`config.mk`:
```
export PLATFORM = sky130hd
export DESIGN_NAME = tsq_conv_seq
export DESIGN_NICKNAME = d
export VERILOG_FILES = /design/src/rtl/tsq_pkg.sv /design/src/rtl/tsq_rate_pacer.sv /design/src/rtl/tsq_avg_accum.sv /design/src/rtl/tsq_value_bank.sv /design/src/rtl/tsq_conv_seq.sv
export SDC_FILE = /design/constraint.sdc
export NUM_CORES = 1
export LEC_CHECK = 0
export BUFFER_PORTS_ARGS = -buffer_cell sky130_fd_sc_hd__buf_2
export CORE_UTILIZATION = 37
export CTS_BUF_LIST = sky130_fd_sc_hd__clkbuf_4 sky130_fd_sc_hd__clkbuf_8
export DETAILED_ROUTE_END_ITERATION = 8
export GPL_TIMING_DRIVEN = 0
export SYNTH_ARGS = -nofsm -noshare
export SYNTH_HDL_FRONTEND = slang
export SYNTH_SLANG_ARGS = --single-unit
```
`constraint.sdc`:
```
create_clock -name clk -period 4.4 [get_ports clk]
set_input_delay 0 -clock clk [delete_from_list [all_inputs] [get_ports clk]]
set_output_delay 0 -clock clk [all_outputs]
set_load 0.01 [all_outputs]
```
`src/rtl/tsq_pkg.sv`:
```
package tsq_pkg;
  typedef enum logic {SEQ_IDLE = 1'b0, SEQ_MEAS = 1'b1} seq_state_e;
  typedef enum logic {CH_LOCAL = 1'b0, CH_REMOTE = 1'b1} chan_e;
  localparam int unsigned NUM_CH = 2;
endpackage

```
`src/rtl/tsq_rate_pacer.sv`:
```
// Holds the rate code and raises 'due' once a full period has elapsed.
module tsq_rate_pacer #(
  parameter int unsigned TICK_DIV = 12500000,
  parameter int unsigned RATE_TOP = 7,
  parameter int unsigned RATE_W   = 8,
  parameter int unsigned RATE_RST = 2
) (
  input  logic              clk,
  input  logic              rst_n,
  input  logic              run,
  input  logic              restart,
  input  logic              rate_wr,
  input  logic [RATE_W-1:0] rate_wdata,
  output logic [RATE_W-1:0] rate_q,
  output logic              due
);
  localparam int unsigned PRE_W  = (TICK_DIV > 1) ? $clog2(TICK_DIV) : 1;
  localparam int unsigned PER_W  = RATE_TOP + 1;
  localparam int unsigned CODE_W = (RATE_TOP > 0) ? $clog2(RATE_TOP + 1) : 1;

  logic [RATE_W-1:0] rate_r;
  logic [PRE_W-1:0]  pre;
  logic [PER_W-1:0]  per;
  logic              due_q;
  logic [CODE_W-1:0] eff_code;
  logic [CODE_W-1:0] shamt;
  logic [PER_W-1:0]  period_m1;
  logic              tick;
  logic              hit;

  always_comb begin
    if (rate_r > RATE_W'(RATE_TOP)) eff_code = CODE_W'(RATE_TOP);
    else                            eff_code = rate_r[CODE_W-1:0];
    shamt     = CODE_W'(RATE_TOP) - eff_code;
    period_m1 = (PER_W'(1) << shamt) - PER_W'(1);
    tick      = (pre == PRE_W'(TICK_DIV - 1));
    hit       = run && tick && (per >= period_m1);
  end

  assign due    = due_q || hit;
  assign rate_q = rate_r;

  always_ff @(posedge clk) begin
    if (!rst_n) begin
      rate_r <= RATE_W'(RATE_RST);
      pre    <= '0;
      per    <= '0;
      due_q  <= 1'b1;
    end else begin
      if (rate_wr) rate_r <= rate_wdata;
      if (!run) begin
        pre   <= '0;
        per   <= '0;
        due_q <= 1'b1;
      end else if (restart) begin
        pre   <= '0;
        per   <= '0;
        due_q <= 1'b0;
      end else begin
        pre <= tick ? '0 : pre + PRE_W'(1);
        if (tick) per <= hit ? '0 : per + PER_W'(1);
        if (hit) due_q <= 1'b1;
      end
    end
  end
endmodule

```
`src/rtl/tsq_avg_accum.sv`:
```
// Sums 2^AVG_LOG2 signed samples; 'avg' is the floored mean including din.
module tsq_avg_accum #(
  parameter int unsigned SMP_W    = 8,
  parameter int unsigned AVG_LOG2 = 4
) (
  input  logic             clk,
  input  logic             rst_n,
  input  logic             clr,
  input  logic             take,
  input  logic [SMP_W-1:0] din,
  output logic [SMP_W-1:0] avg,
  output logic             last
);
  localparam int unsigned ACC_W = SMP_W + AVG_LOG2;

  logic [ACC_W-1:0]    acc;
  logic [ACC_W-1:0]    sum_nx;
  logic [AVG_LOG2-1:0] cnt;

  assign sum_nx = acc + {{AVG_LOG2{din[SMP_W-1]}}, din};
  assign avg    = sum_nx[ACC_W-1:AVG_LOG2];
  assign last   = (cnt == '1);

  always_ff @(posedge clk) begin
    if (!rst_n || clr) begin
      acc <= '0;
      cnt <= '0;
    end else if (take) begin
      if (last) begin
        acc <= '0;
        cnt <= '0;
      end else begin
        acc <= sum_nx;
        cnt <= cnt + AVG_LOG2'(1);
      end
    end
  end
endmodule

```
`src/rtl/tsq_value_bank.sv`:
```
// One value register and one update pulse per channel.
module tsq_value_bank #(
  parameter int unsigned SMP_W  = 8,
  parameter int unsigned NCH    = 2
) (
  input  logic                      clk,
  input  logic                      rst_n,
  input  logic [NCH-1:0]            wr_en,
  input  logic [SMP_W-1:0]          wdata,
  output logic [NCH-1:0][SMP_W-1:0] vals,
  output logic [NCH-1:0]            upd
);
  for (genvar i = 0; i < NCH; i++) begin : g_ch
    always_ff @(posedge clk) begin
      if (!rst_n) begin
        vals[i] <= '0;
        upd[i]  <= 1'b0;
      end else begin
        upd[i] <= wr_en[i];
        if (wr_en[i]) vals[i] <= wdata;
      end
    end
  end
endmodule

```
`src/rtl/tsq_conv_seq.sv`:
```
module tsq_conv_seq
  import tsq_pkg::*;
#(
  parameter int unsigned SMP_W    = 8,
  parameter int unsigned AVG_LOG2 = 4,
  parameter int unsigned TICK_DIV = 12500000,
  parameter int unsigned RATE_TOP = 7,
  parameter int unsigned RATE_W   = 8,
  parameter int unsigned RATE_RST = 2
) (
  input  logic              clk,
  input  logic              rst_n,
  input  logic              run_pin,
  input  logic              cfg_sleep,
  input  logic              oneshot_wr,
  input  logic              rate_wr,
  input  logic [RATE_W-1:0] rate_wdata,
  output logic [RATE_W-1:0] rate_q,
  input  logic              open_cmp,
  output logic              open_fault,
  input  logic              smp_valid,
  output logic              smp_ready,
  input  logic [SMP_W-1:0]  smp_data,
  output logic              ch_sel,
  output logic              busy,
  output logic [SMP_W-1:0]  local_temp,
  output logic [SMP_W-1:0]  remote_temp,
  output logic              local_upd,
  output logic              remote_upd
);
  seq_state_e st;
  chan_e      ch;
  logic       os_q;
  logic       open_q;
  logic       meas, abort, start_per, start_os, take, last, commit, due;
  logic [SMP_W-1:0]               avg;
  logic [NUM_CH-1:0]              wr_en;
  logic [NUM_CH-1:0]              upd;
  logic [NUM_CH-1:0][SMP_W-1:0]   vals;

  assign meas      = (st == SEQ_MEAS);
  assign abort     = meas && (!run_pin || (cfg_sleep && !os_q));
  assign start_per = !meas && run_pin && !cfg_sleep && due;
  assign start_os  = !meas && run_pin && cfg_sleep && oneshot_wr;
  assign smp_ready = meas && !abort;
  assign take      = smp_valid && smp_ready;
  assign commit    = take && last;

  for (genvar i = 0; i < NUM_CH; i++) begin : g_wr
    assign wr_en[i] = commit && (int'(ch) == i);
  end

  tsq_rate_pacer #(
    .TICK_DIV(TICK_DIV), .RATE_TOP(RATE_TOP), .RATE_W(RATE_W), .RATE_RST(RATE_RST)
  ) pacer_i (
    .clk(clk), .rst_n(rst_n), .run(run_pin && !cfg_sleep), .restart(start_per),
    .rate_wr(rate_wr), .rate_wdata(rate_wdata), .rate_q(rate_q), .due(due)
  );

  tsq_avg_accum #(.SMP_W(SMP_W), .AVG_LOG2(AVG_LOG2)) accum_i (
    .clk(clk), .rst_n(rst_n), .clr(abort || start_per || start_os),
    .take(take), .din(smp_data), .avg(avg), .last(last)
  );

  tsq_value_bank #(.SMP_W(SMP_W), .NCH(NUM_CH)) bank_i (
    .clk(clk), .rst_n(rst_n), .wr_en(wr_en), .wdata(avg), .vals(vals), .upd(upd)
  );

  always_ff @(posedge clk) begin
    if (!rst_n) begin
      st     <= SEQ_IDLE;
      ch     <= CH_LOCAL;
      os_q   <= 1'b0;
      open_q <= 1'b0;
    end else if (abort) begin
      st   <= SEQ_IDLE;
      ch   <= CH_LOCAL;
      os_q <= 1'b0;
    end else if (start_per || start_os) begin
      st     <= SEQ_MEAS;
      ch     <= CH_LOCAL;
      os_q   <= start_os;
      open_q <= open_cmp;
    end else if (commit) begin
      if (ch == CH_LOCAL) begin
        ch <= CH_REMOTE;
      end else begin
        st   <= SEQ_IDLE;
        ch   <= CH_LOCAL;
        os_q <= 1'b0;
      end
    end
  end

  assign busy        = meas;
  assign ch_sel      = (ch == CH_REMOTE);
  assign open_fault  = open_q;
  assign local_temp  = vals[CH_LOCAL];
  assign remote_temp = vals[CH_REMOTE];
  assign local_upd   = upd[CH_LOCAL];
  assign remote_upd  = upd[CH_REMOTE];
endmodule

```
==> results of run 1 <==
==> how the worst min path moves through the flow <==
stage	endpoint	depth (start not counted)
5_1_grt	os_q$_SDFFE_PP0P_	4
3_3_place_gp	pacer_i.rate_q[1]$_SDFFE_PN1P_	3
6_report	os_q$_SDFFE_PP0P_	4
3_5_place_dp	pacer_i.rate_q[1]$_SDFFE_PN1P_	3
2_1_floorplan	pacer_i.rate_q[1]$_SDFFE_PN1P_	2
4_1_cts	os_q$_SDFFE_PP0P_	4
==> what timing repair did <==
action                                  CTS  global route
hold buffers                             12             0
endpoints found under the setup margin    0             0
hold endpoints to repair                 17             0
==> cells by family after synthesis <==
group | count (synthesis) | share of synthesized area
compound gates | 78 | 0.136
xor+xnor | 39 | 0.0871
fa+ha+maj | 24 | 0.0785
buf+inv | 26 | 0.0278
flops | 79 | 0.403
mux | 12 | 0.0306
other cells | 1 | 0.000956
simple gates | 194 | 0.236
==> layer usage <==
layer | GRT usage | part of all wire | wire length [um]
met2 | 0.261 | 0.47 | 3900
met1 | 0.191 | 0.48 | 3950
met5 | 0 | 0 | 0
met3 | 0.0343 | 0.035 | 285
met4 | 0.0493 | 0.014 | 119
==> state kept, by name, indices dropped and copies added, names as in the netlist <==
signal	flops
pacer_i.due_q	1
open_fault	1
busy	1
os_q	1
bank_i.upd	2
bank_i.vals	16
pacer_i.rate_q	8
ch_sel	1
accum_i.acc	12
pacer_i.pre	24
accum_i.cnt	4
pacer_i.per	8
==> critical path, stage by stage, from the launching register on <==
cell and delay [ns]:
dfxtp_1 0.34, nor3_1 0.29, nand2_1 0.18, or3_1 0.37
ha_1 0.25, nor2_1 0.11, mux2i_1 0.07, nor3_1 0.13
a21oi_1 0.08, ha_1 0.29, nand2_1 0.07, nor4_1 0.47
a21oi_4 0.13, o21bai_4 0.20, o21bai_4 0.10, nand3_4 0.15
buf_6 0.16, nor2_1 0.05
==> cells in the final DEF (no fill, tap or decap), types with 7 or more instances in the layout <==
cell type,instances
xnor2_1,16
nand3_1,21
ha_1,23
a21oi_1,21
mux2i_1,12
clkbuf_8,10
xor2_1,23
nor3_1,8
nor2b_1,11
dlygate4sd3_1,12
a22oi_1,7
inv_1,13
dfxtp_1,79
buf_2,55
o21ai_0,14
a21boi_0,12
nand2_1,60
nor2_1,57
clkbuf_1,9
==> area by class of cell <==
cell class | instances | area [sq um] | share of cell area
Multi-Input combinational cell | 348 | 2230 | 0.477
Inverter | 13 | 48.8 | 0.0104
Timing Repair Buffer | 64 | 380 | 0.0813
Clock inverter | 6 | 68.8 | 0.0147
Buffer | 13 | 60.1 | 0.0128
Sequential cell | 79 | 1580 | 0.338
Tap cell | 136 | 170 | 0.0364
Clock buffer | 10 | 138 | 0.0294
==> power breakdown <==
part	total, mW	internal, mW	switching, mW
clock network	0.555	0.281	0.275
registers	0.731	0.722	0.00891
logic	0.133	0.0614	0.0714
total	1.42	1.06	0.355
==> stage by stage <==
| step | util | hold slack [ns] | setup WS, ns | instances |
|---|---|---|---|---|
| after floorplan | - | 0.129 | 1.21 | 453 |
| after global placement | 0.422 | 0.231 | 0.887 | 641 |
| after detailed placement | 0.422 | 0.230 | 0.812 | 641 |
| after CTS | 0.453 | 0.0258 | 0.791 | 669 |
| after global routing | 0.453 | 0.0334 | 0.593 | 669 |
| final | 0.453 | 0.0325 | 0.829 | 669 |
==> impl_metrics.csv, run 1 <==
group,metric,value,unit
logic_synthesis,synth_area_leaders,"dfxtp_1, ha_1, nand2_1, nor2_1, xor2_1",
place,io_buffers,52,
global_routing,antenna_found_initial,0,
finish,postLayoutCellArea,4680,sq um
finish,nets,576,
timing,slew_violations,0,
finish,layout-drive-gt1-share,0.156,
global_routing,overflow,0,
clock_tree,htree_levels,3,
timing,timing.fmax,280,MHz
timing,finalHoldViolCount,0,
logic_synthesis,synth_edf_count,0,
setup_path,r2r_cells,17,
logic_synthesis,async_flop_share,0,
setup_path,worstPathMaxFanout,10,
logic_synthesis,synth_cells,453,
logic_synthesis,ys_warn_count,0,
timing,period_share,0.812,
timing,tns,0,ns
place,hpwl,5990,um
floorplan,die_y,105,um
logic_synthesis,syn-mean-instance-area,8.66,sq um
floorplan,die_w,105,um
setup_path,worstPathRequired,4.64,ns
global_routing,grt_pass1_vias,3056,
clock_tree,insertion_delay,0.35,ns
logic_synthesis,synth_top_cell_area_share,0.403,
routing,vias_per_cell,4.89,
clock_tree,clk_pin_slew,0.09,ns
place,placed_area,4350,sq um
floorplan,core-area,10300,sq um
pwr,p_leak,1.89,nW
finish,syn_to_final_growth,19.3,%
clock_tree,post_cts_buffers,0,
routing,drtPass1Iterations,4,
clock_tree,clockBufferDepth,2,
routing,drt_wl_total,8260,um
setup_path,startpoint,"pacer_i.rate_q[3]$_SDFFE_PN0P_",
setup_path,crit_end,"accum_i.acc[3]$_SDFFE_PP0P_",
routing,vias,3274,
floorplan,die-area,11000,sq um
setup_path,crit-reg2reg-launch,"pacer_i.rate_q[3]$_SDFFE_PN0P_",
logic_synthesis,synthFlopType,"dfxtp_1",
floorplan,pin_count,54,
setup_path,setup.worst_path.end_class,"flip-flop",
routing,drc_errors,0,
logic_synthesis,yosys.area.top_type,"dfxtp_1",
timing,worstMarginPinSlew,0.778,ns
logic_synthesis,yosysUniqueCellTypes,51,
global_routing,grt_pass1_wl,13800,um
clock_tree,cts_root_buffer,"clkbuf_8",
floorplan,start_util,0.380,
finish,antennaDiodeCount,0,
clock_tree,cts_resized,0,
logic_synthesis,syn-cell-area,3920,sq um
logic_synthesis,synth_seq_cells,79,
clock_tree,numClockSinks,79,
finish,nFillCells,1021,
floorplan,fp-row-count,37,
setup_path,worstSetupStartpointType,"flip-flop",
setup_path,r2r_slack,0.83,ns
timing,relSlewSlack,0.477,
pwr,power.density,303,nW/um^2
min_path,hold_path.startpoint,"oneshot_wr",
flow_run,max_cap_viol_count,0,
logic_synthesis,syn_nets,501,
pwr,peakVddDrop,187,uV
timing,period_needed,3.57,ns
place,gp_congestion,0.869,
pwr,power,1.42,mW
timing,finClkSkew,0.0116,ns
setup_path,crit_arrival,3.81,ns
logic_synthesis,synth_most_common_cell,"dfxtp_1",
status,status,"completed",
timing,rsz0062_at_grt,"no",
routing,ant_nets,0,
setup_path,timing.rr.end,"accum_i.acc[3]$_SDFFE_PP0P_",
logic_synthesis,ys_seq_area_frac,0.403,
clock_tree,cts_buffers,9,
routing,drt-initial-drc-count,108,
clock_tree,cts_tree,"done",
min_path,hold_class,"input port to flip-flop",
routing,routedWlPerCell,12.3,um
logic_synthesis,synthTopCellsByCount,"dfxtp_1, nand2_1, nor2_1",
setup_path,criticalPathCategory,"flip-flop to flip-flop",
global_routing,grt.total_usage,0.153,
global_routing,grt_max_degree,15,
timing,setup_viol,0,
Note: power is estimated with default switching activity, not from simulation.
==> run 2: changes to the inputs <==
- clock period: 4.4 -> 3.7 ns (I/O delays scaled with it)
==> impl_metrics.csv, run 2 (same netlist as run 1, synthesis figures left out) <==
group,metric,value,unit
routing,drc_errors,0,
clock_tree,numClockSinks,79,
place,hpwl,5990,um
clock_tree,clockBufferDepth,2,
routing,drtPass1Iterations,4,
floorplan,pin_count,54,
timing,relSlewSlack,0.477,
pwr,p_sw_frac,0.251,
floorplan,start_util,0.380,
timing,slew_violations,0,
min_path,hold_class,"input port to flip-flop",
finish,largest_reg_flops,24,
floorplan,fp-row-count,37,
finish,layout_top_registers,"pacer_i.pre x24, bank_i.vals x16, accum_i.acc x12",
routing,drt-initial-drc-count,109,
finish,antennaDiodeCount,0,
place,gp_congestion,0.869,
timing,period_needed,3.46,ns
global_routing,grt.met1_usage,0.191,
timing,finalWorstSetupSlack,0.240,ns
finish,nFillCells,1022,
finish,syn_to_final_growth,19.5,%
place,pre_cts_slack,0.112,ns
routing,drt_wl_total,8250,um
timing,setup_viol,0,
pwr,p_sw,0.423,mW
clock_tree,cts_root_buffer,"clkbuf_8",
pwr,combPwrFrac,0.094,
floorplan,die-area,11000,sq um
floorplan,die_w,105,um
routing,routedWlPerCell,12.3,um
setup_path,worstPathMaxFanout,10,
clock_tree,htree_levels,3,
timing,worstMarginPinSlew,0.778,ns
global_routing,use_met2,0.261,
timing,rsz0062_at_grt,"no",
pwr,power.density,361,nW/um^2
setup_path,worstPathRequired,3.94,ns
timing,finalHoldViolCount,0,
timing,timing.fmax,289,MHz
clock_tree,clk_pin_slew,0.09,ns
clock_tree,cts_tree,"done",
setup_path,worstSetupStartpointType,"flip-flop",
global_routing,grt_max_degree,15,
pwr,power.internal,1.27,mW
timing,finClkSkew,0.0116,ns
global_routing,grt_busiest_layer,"met2",
clock_tree,cts_buffers,9,
place,io_buffers,52,
finish,top_register,"pacer_i.pre",
global_routing,grt_pass1_vias,3056,
status,status,"completed",
floorplan,core-area,10300,sq um
timing,period_share,0.935,
pwr,pwr-share-clk,0.391,
global_routing,antenna_found_initial,0,
setup_path,criticalPathCategory,"flip-flop to flip-flop",
pwr,p_seq_frac,0.515,
global_routing,grt_pass1_wl,13800,um
setup_path,crit_arrival,3.70,ns
routing,ant_nets,0,
finish,final_cell_mix,"dfxtp_1, nand2_1, nor2_1",
flow_run,max_cap_viol_count,0,
pwr,peakVddDrop,222,uV
finish,layout_commonest_cell,"dfxtp_1",
finish,layout-drive-gt1-share,0.158,
global_routing,grt.total_usage,0.153,
floorplan,die_y,105,um
clock_tree,insertion_delay,0.35,ns
finish,nets,576,
pwr,p_leak,1.89,nW
timing,tns,0,ns
global_routing,overflow,0,
setup_path,setup.worst_path.end_class,"flip-flop",
routing,vias_per_cell,4.90,
pwr,power,1.69,mW
global_routing,met3_usage,0.0343,
routing,vias,3279,
## run 2: area by class of cell
| class | count | area, sq um | share of cell area |
|---|---|---|---|
| Multi-Input combinational cell | 348 | 2240 | 0.478 |
| Sequential cell | 79 | 1580 | 0.338 |
| Timing Repair Buffer | 64 | 380 | 0.0812 |
| Tap cell | 136 | 170 | 0.0363 |
| Clock buffer | 10 | 138 | 0.0294 |
| Clock inverter | 6 | 68.8 | 0.0147 |
| Buffer | 13 | 60.1 | 0.0128 |
| Inverter | 13 | 48.8 | 0.0104 |
## run 2: repair_timing
item / 4_1_cts / 5_1_grt
setup buffers: 0 / 0
hold buffers: 12 / 0
resized for setup: 0 / 1
setup endpoints to repair: 0 / 13
endpoints found under the hold margin: 17 / 0
## run 2: worst max-delay path: stages (launching register included)
cell and delay [ns]:
dfxtp_1 0.34, nor3_1 0.29, nand2_1 0.18, or3_1 0.37, ha_1 0.25, nor2_1 0.11
mux2i_1 0.07, nor3_1 0.13, a21oi_1 0.08, ha_1 0.29, nand2_1 0.08, nor4_2 0.36
a21oi_4 0.12, o21bai_4 0.20, o21bai_4 0.10, nand3_4 0.15, buf_6 0.16, nor2_1 0.05
## run 2: metrics by stage
step,hold slack [ns],instances,util,area [sq um]
after floorplan,0.129,453,-,3920
after global placement,0.231,641,0.422,4350
after detailed placement,0.230,641,0.422,4350
after CTS,0.0258,669,0.453,4680
after global routing,0.0334,669,0.454,4690
final,0.0323,669,0.454,4690
## run 2: power by group through the flow
stage / logic [mW] / clock network, mW / registers, mW
floorplan: 0.0995 / 0 / 0.891
global placement: 0.146 / 0 / 0.889
detailed placement: 0.149 / 0 / 0.890
CTS: 0.159 / 0.685 / 0.870
global route: 0.177 / 0.723 / 0.872
finish: 0.159 / 0.660 / 0.870
## run 2: final timing paths
path	slack (ns)	depth (start not counted)	start	end
worst max-delay path	0.24	17	pacer_i.rate_q[3]$_SDFFE_PN0P_	accum_i.acc[3]$_SDFFE_PP0P_
worst min-delay path	0.03	4	oneshot_wr	os_q$_SDFFE_PP0P_
worst min register to register	0.46	2	bank_i.vals[13]$_SDFFE_PN0P_	bank_i.vals[13]$_SDFFE_PN0P_
worst max register to register	0.24	17	pacer_i.rate_q[3]$_SDFFE_PN0P_	accum_i.acc[3]$_SDFFE_PP0P_
## run 2: per-layer routing
metal / wire, um / part of all wire
met3: 293 / 0.036
met1: 3910 / 0.47
met4: 119 / 0.014
met5: 0 / 0
met2: 3930 / 0.48
==> run 3: changes to the inputs <==
- ABC_AREA: unset -> 1
- clock period: 3.7 -> 3.6 ns (I/O delays scaled with it)
==> impl_metrics.csv, run 3 <==
group,metric,value,unit
logic_synthesis,synth_area_leaders,"dfxtp_1, nand2_1, nor2_1, ha_1, inv_1",
finish,layout_commonest_cell,"nand2_1",
timing,setup_viol,0,
place,hpwl,8000,um
finish,antennaDiodeCount,0,
clock_tree,insertion_delay,0.36,ns
logic_synthesis,async_flop_share,0,
logic_synthesis,syn-mean-instance-area,7.15,sq um
min_path,hold_path.startpoint,"smp_data[0]",
finish,nets,749,
routing,drc_errors,1,
logic_synthesis,synthFlopType,"dfxtp_1",
clock_tree,cts_root_buffer,"clkbuf_8",
global_routing,overflow,0,
clock_tree,cts_tree,"done",
status,violations,"design-rule violations",
clock_tree,clockBufferDepth,2,
floorplan,pin_count,54,
finish,layout-drive-gt1-share,0.170,
logic_synthesis,ys_seq_area_frac,0.355,
routing,highest_layer,"met4",
pwr,power.density,326,nW/um^2
timing,period_share,0.779,
finish,largest_reg_flops,24,
clock_tree,cts_buffers,9,
setup_path,crit_arrival,3.10,ns
timing,finClkSkew,0.0110,ns
floorplan,fp-row-count,39,
floorplan,start_util,0.385,
setup_path,criticalPathCategory,"flip-flop to flip-flop",
floorplan,die_w,112,um
timing,slew_violations,0,
setup_path,startpoint,"pacer_i.rate_q[4]$_SDFFE_PN0P_",
global_routing,grt_max_degree,14,
routing,ant_nets,0,
setup_path,worstPathMaxFanout,10,
routing,vias_per_cell,4.85,
finish,instances_no_fill,849,
routing,route.met3.wl,423,um
logic_synthesis,synth_seq_cells,79,
floorplan,die_y,112,um
logic_synthesis,synthTopCellsByCount,"nand2_1, nor2_1, dfxtp_1",
logic_synthesis,syn-cell-area,4450,sq um
place,place_inst,819,
routing,dr_wl_met2,5090,um
clock_tree,htree_levels,3,
logic_synthesis,synth_most_common_cell,"nand2_1",
finish,layout_top_registers,"pacer_i.pre x24, bank_i.vals x16, accum_i.acc x12",
clock_tree,clk_pin_slew,0.09,ns
pwr,peakVddDrop,211,uV
place,io_buffers,53,
logic_synthesis,synth_edf_count,0,
global_routing,antenna_found_initial,0,
routing,routedWlPerCell,12.4,um
global_routing,grt_pass1_vias,3924,
floorplan,core-area,11600,sq um
timing,period_needed,2.80,ns
logic_synthesis,synth_top_cell_area_share,0.355,
logic_synthesis,synth_cells,623,
finish,top_register,"pacer_i.pre",
place,gp_congestion,0.883,
timing,rsz0062_at_grt,"no",
pwr,p_leak,2.36,nW
logic_synthesis,syn_nets,671,
flow_run,max_cap_viol_count,0,
floorplan,die-area,12500,sq um
logic_synthesis,ys_warn_count,0,
logic_synthesis,yosysUniqueCellTypes,46,
finish,nFillCells,1155,
finish,syn_to_final_growth,17.2,%
setup_path,setup.worst_path.end_class,"flip-flop",
timing,timing.fmax,357,MHz
pwr,power,1.70,mW
status,status,"complete, but fails checks",
min_path,hold_class,"input port to flip-flop",
logic_synthesis,yosys.area.top_type,"dfxtp_1",
routing,drt_wl_total,10500,um
clock_tree,numClockSinks,79,
setup_path,crit-reg2reg-launch,"pacer_i.rate_q[4]$_SDFFE_PN0P_",
clock_tree,cts_resized,0,
setup_path,worstSetupStartpointType,"flip-flop",
setup_path,r2r_slack,0.80,ns
routing,wl_met1,4840,um
routing,vias,4119,
global_routing,grt.total_usage,0.175,
timing,finalHoldViolCount,0,
setup_path,worstPathRequired,3.90,ns
routing,drtPass1Iterations,6,
timing,tns,0,ns
routing,drt-initial-drc-count,236,
finish,final_cell_mix,"nand2_1, nor2_1, dfxtp_1",
global_routing,grt_pass1_wl,17800,um
-- run 3: where the power goes --
group / internal (mW) / total [mW] / switching [mW]
sequential: 0.885 / 0.895 / 0.0106
combinational: 0.0766 / 0.191 / 0.114
clock: 0.287 / 0.618 / 0.331
-- run 3: path summary, 6_finish.rpt --
check                                                   end  cells after the start
worst max-delay path            accum_i.acc[8]$_SDFFE_PP0P_                     17
worst min-delay path            accum_i.acc[0]$_SDFFE_PP0P_                      4
worst max register to register  accum_i.acc[8]$_SDFFE_PP0P_                     17
worst min register to register  accum_i.acc[9]$_SDFFE_PP0P_                      2
-- run 3: critical path: stages (launching register included) --
cell and delay (ns):
dfxtp_1 0.34, nor2_1 0.10, nand3_1 0.09, a311oi_1 0.34
ha_1 0.33, ha_1 0.31, inv_1 0.06, nor2_1 0.04
o21bai_1 0.12, nand2_1 0.07, nand2_1 0.06, nand2_1 0.09
nand2_1 0.13, nand2_2 0.08, nand2_4 0.13, nand3_4 0.16
buf_12 0.20, a21oi_2 0.10
-- run 3: metal layers --
layer  global-route usage  vias up
met5                    0        -
met1                0.211     1883
met4               0.0568        0
met3               0.0435       14
li1                     -     2165
met2                0.304       57
-- run 3: kinds of logic (layout without fill, tap and decap cells) --
logic type | count (synthesis) | count (layout) | synth area share
and+or+nand+nor | 309 | 309 | 0.321
buffers and inverters | 92 | 175 | 0.0885
AOI/OAI and AO/OA | 90 | 90 | 0.110
DFF | 79 | 79 | 0.355
xor gates and xnor gates | 28 | 28 | 0.0551
adders and majority gates | 24 | 24 | 0.0691
other | 1 | 1 | 0.000842
-- run 3: stage by stage --
step	setup WS, ns	instance area, sq um	hold WS (ns)	util
2_1_floorplan	1.20	4450	0.112	-
3_3_place_gp	0.857	4900	0.223	0.424
3_5_place_dp	0.791	4900	0.230	0.424
4_1_cts	0.781	5220	0.0258	0.451
5_1_grt	0.512	5220	0.0533	0.451
6_report	0.797	5220	0.0368	0.451
-- run 3: cell type report --
class                   count  area [sq um]  share of cell area
plain buffers              14           101              0.0194
clock inverters             5          31.3             0.00599
clock buffers              11           151              0.0290
well taps                 143           179              0.0343
multi-input cells         452          2480               0.475
flip-flops and latches     79          1580               0.303
inverters                  78           293              0.0561
repair buffers             67           405              0.0776
-- run 3: what timing repair did --
item / CTS / global route
setup buffers: 0 / 0
hold buffers: 14 / 0
hold endpoints to repair: 9 / 0
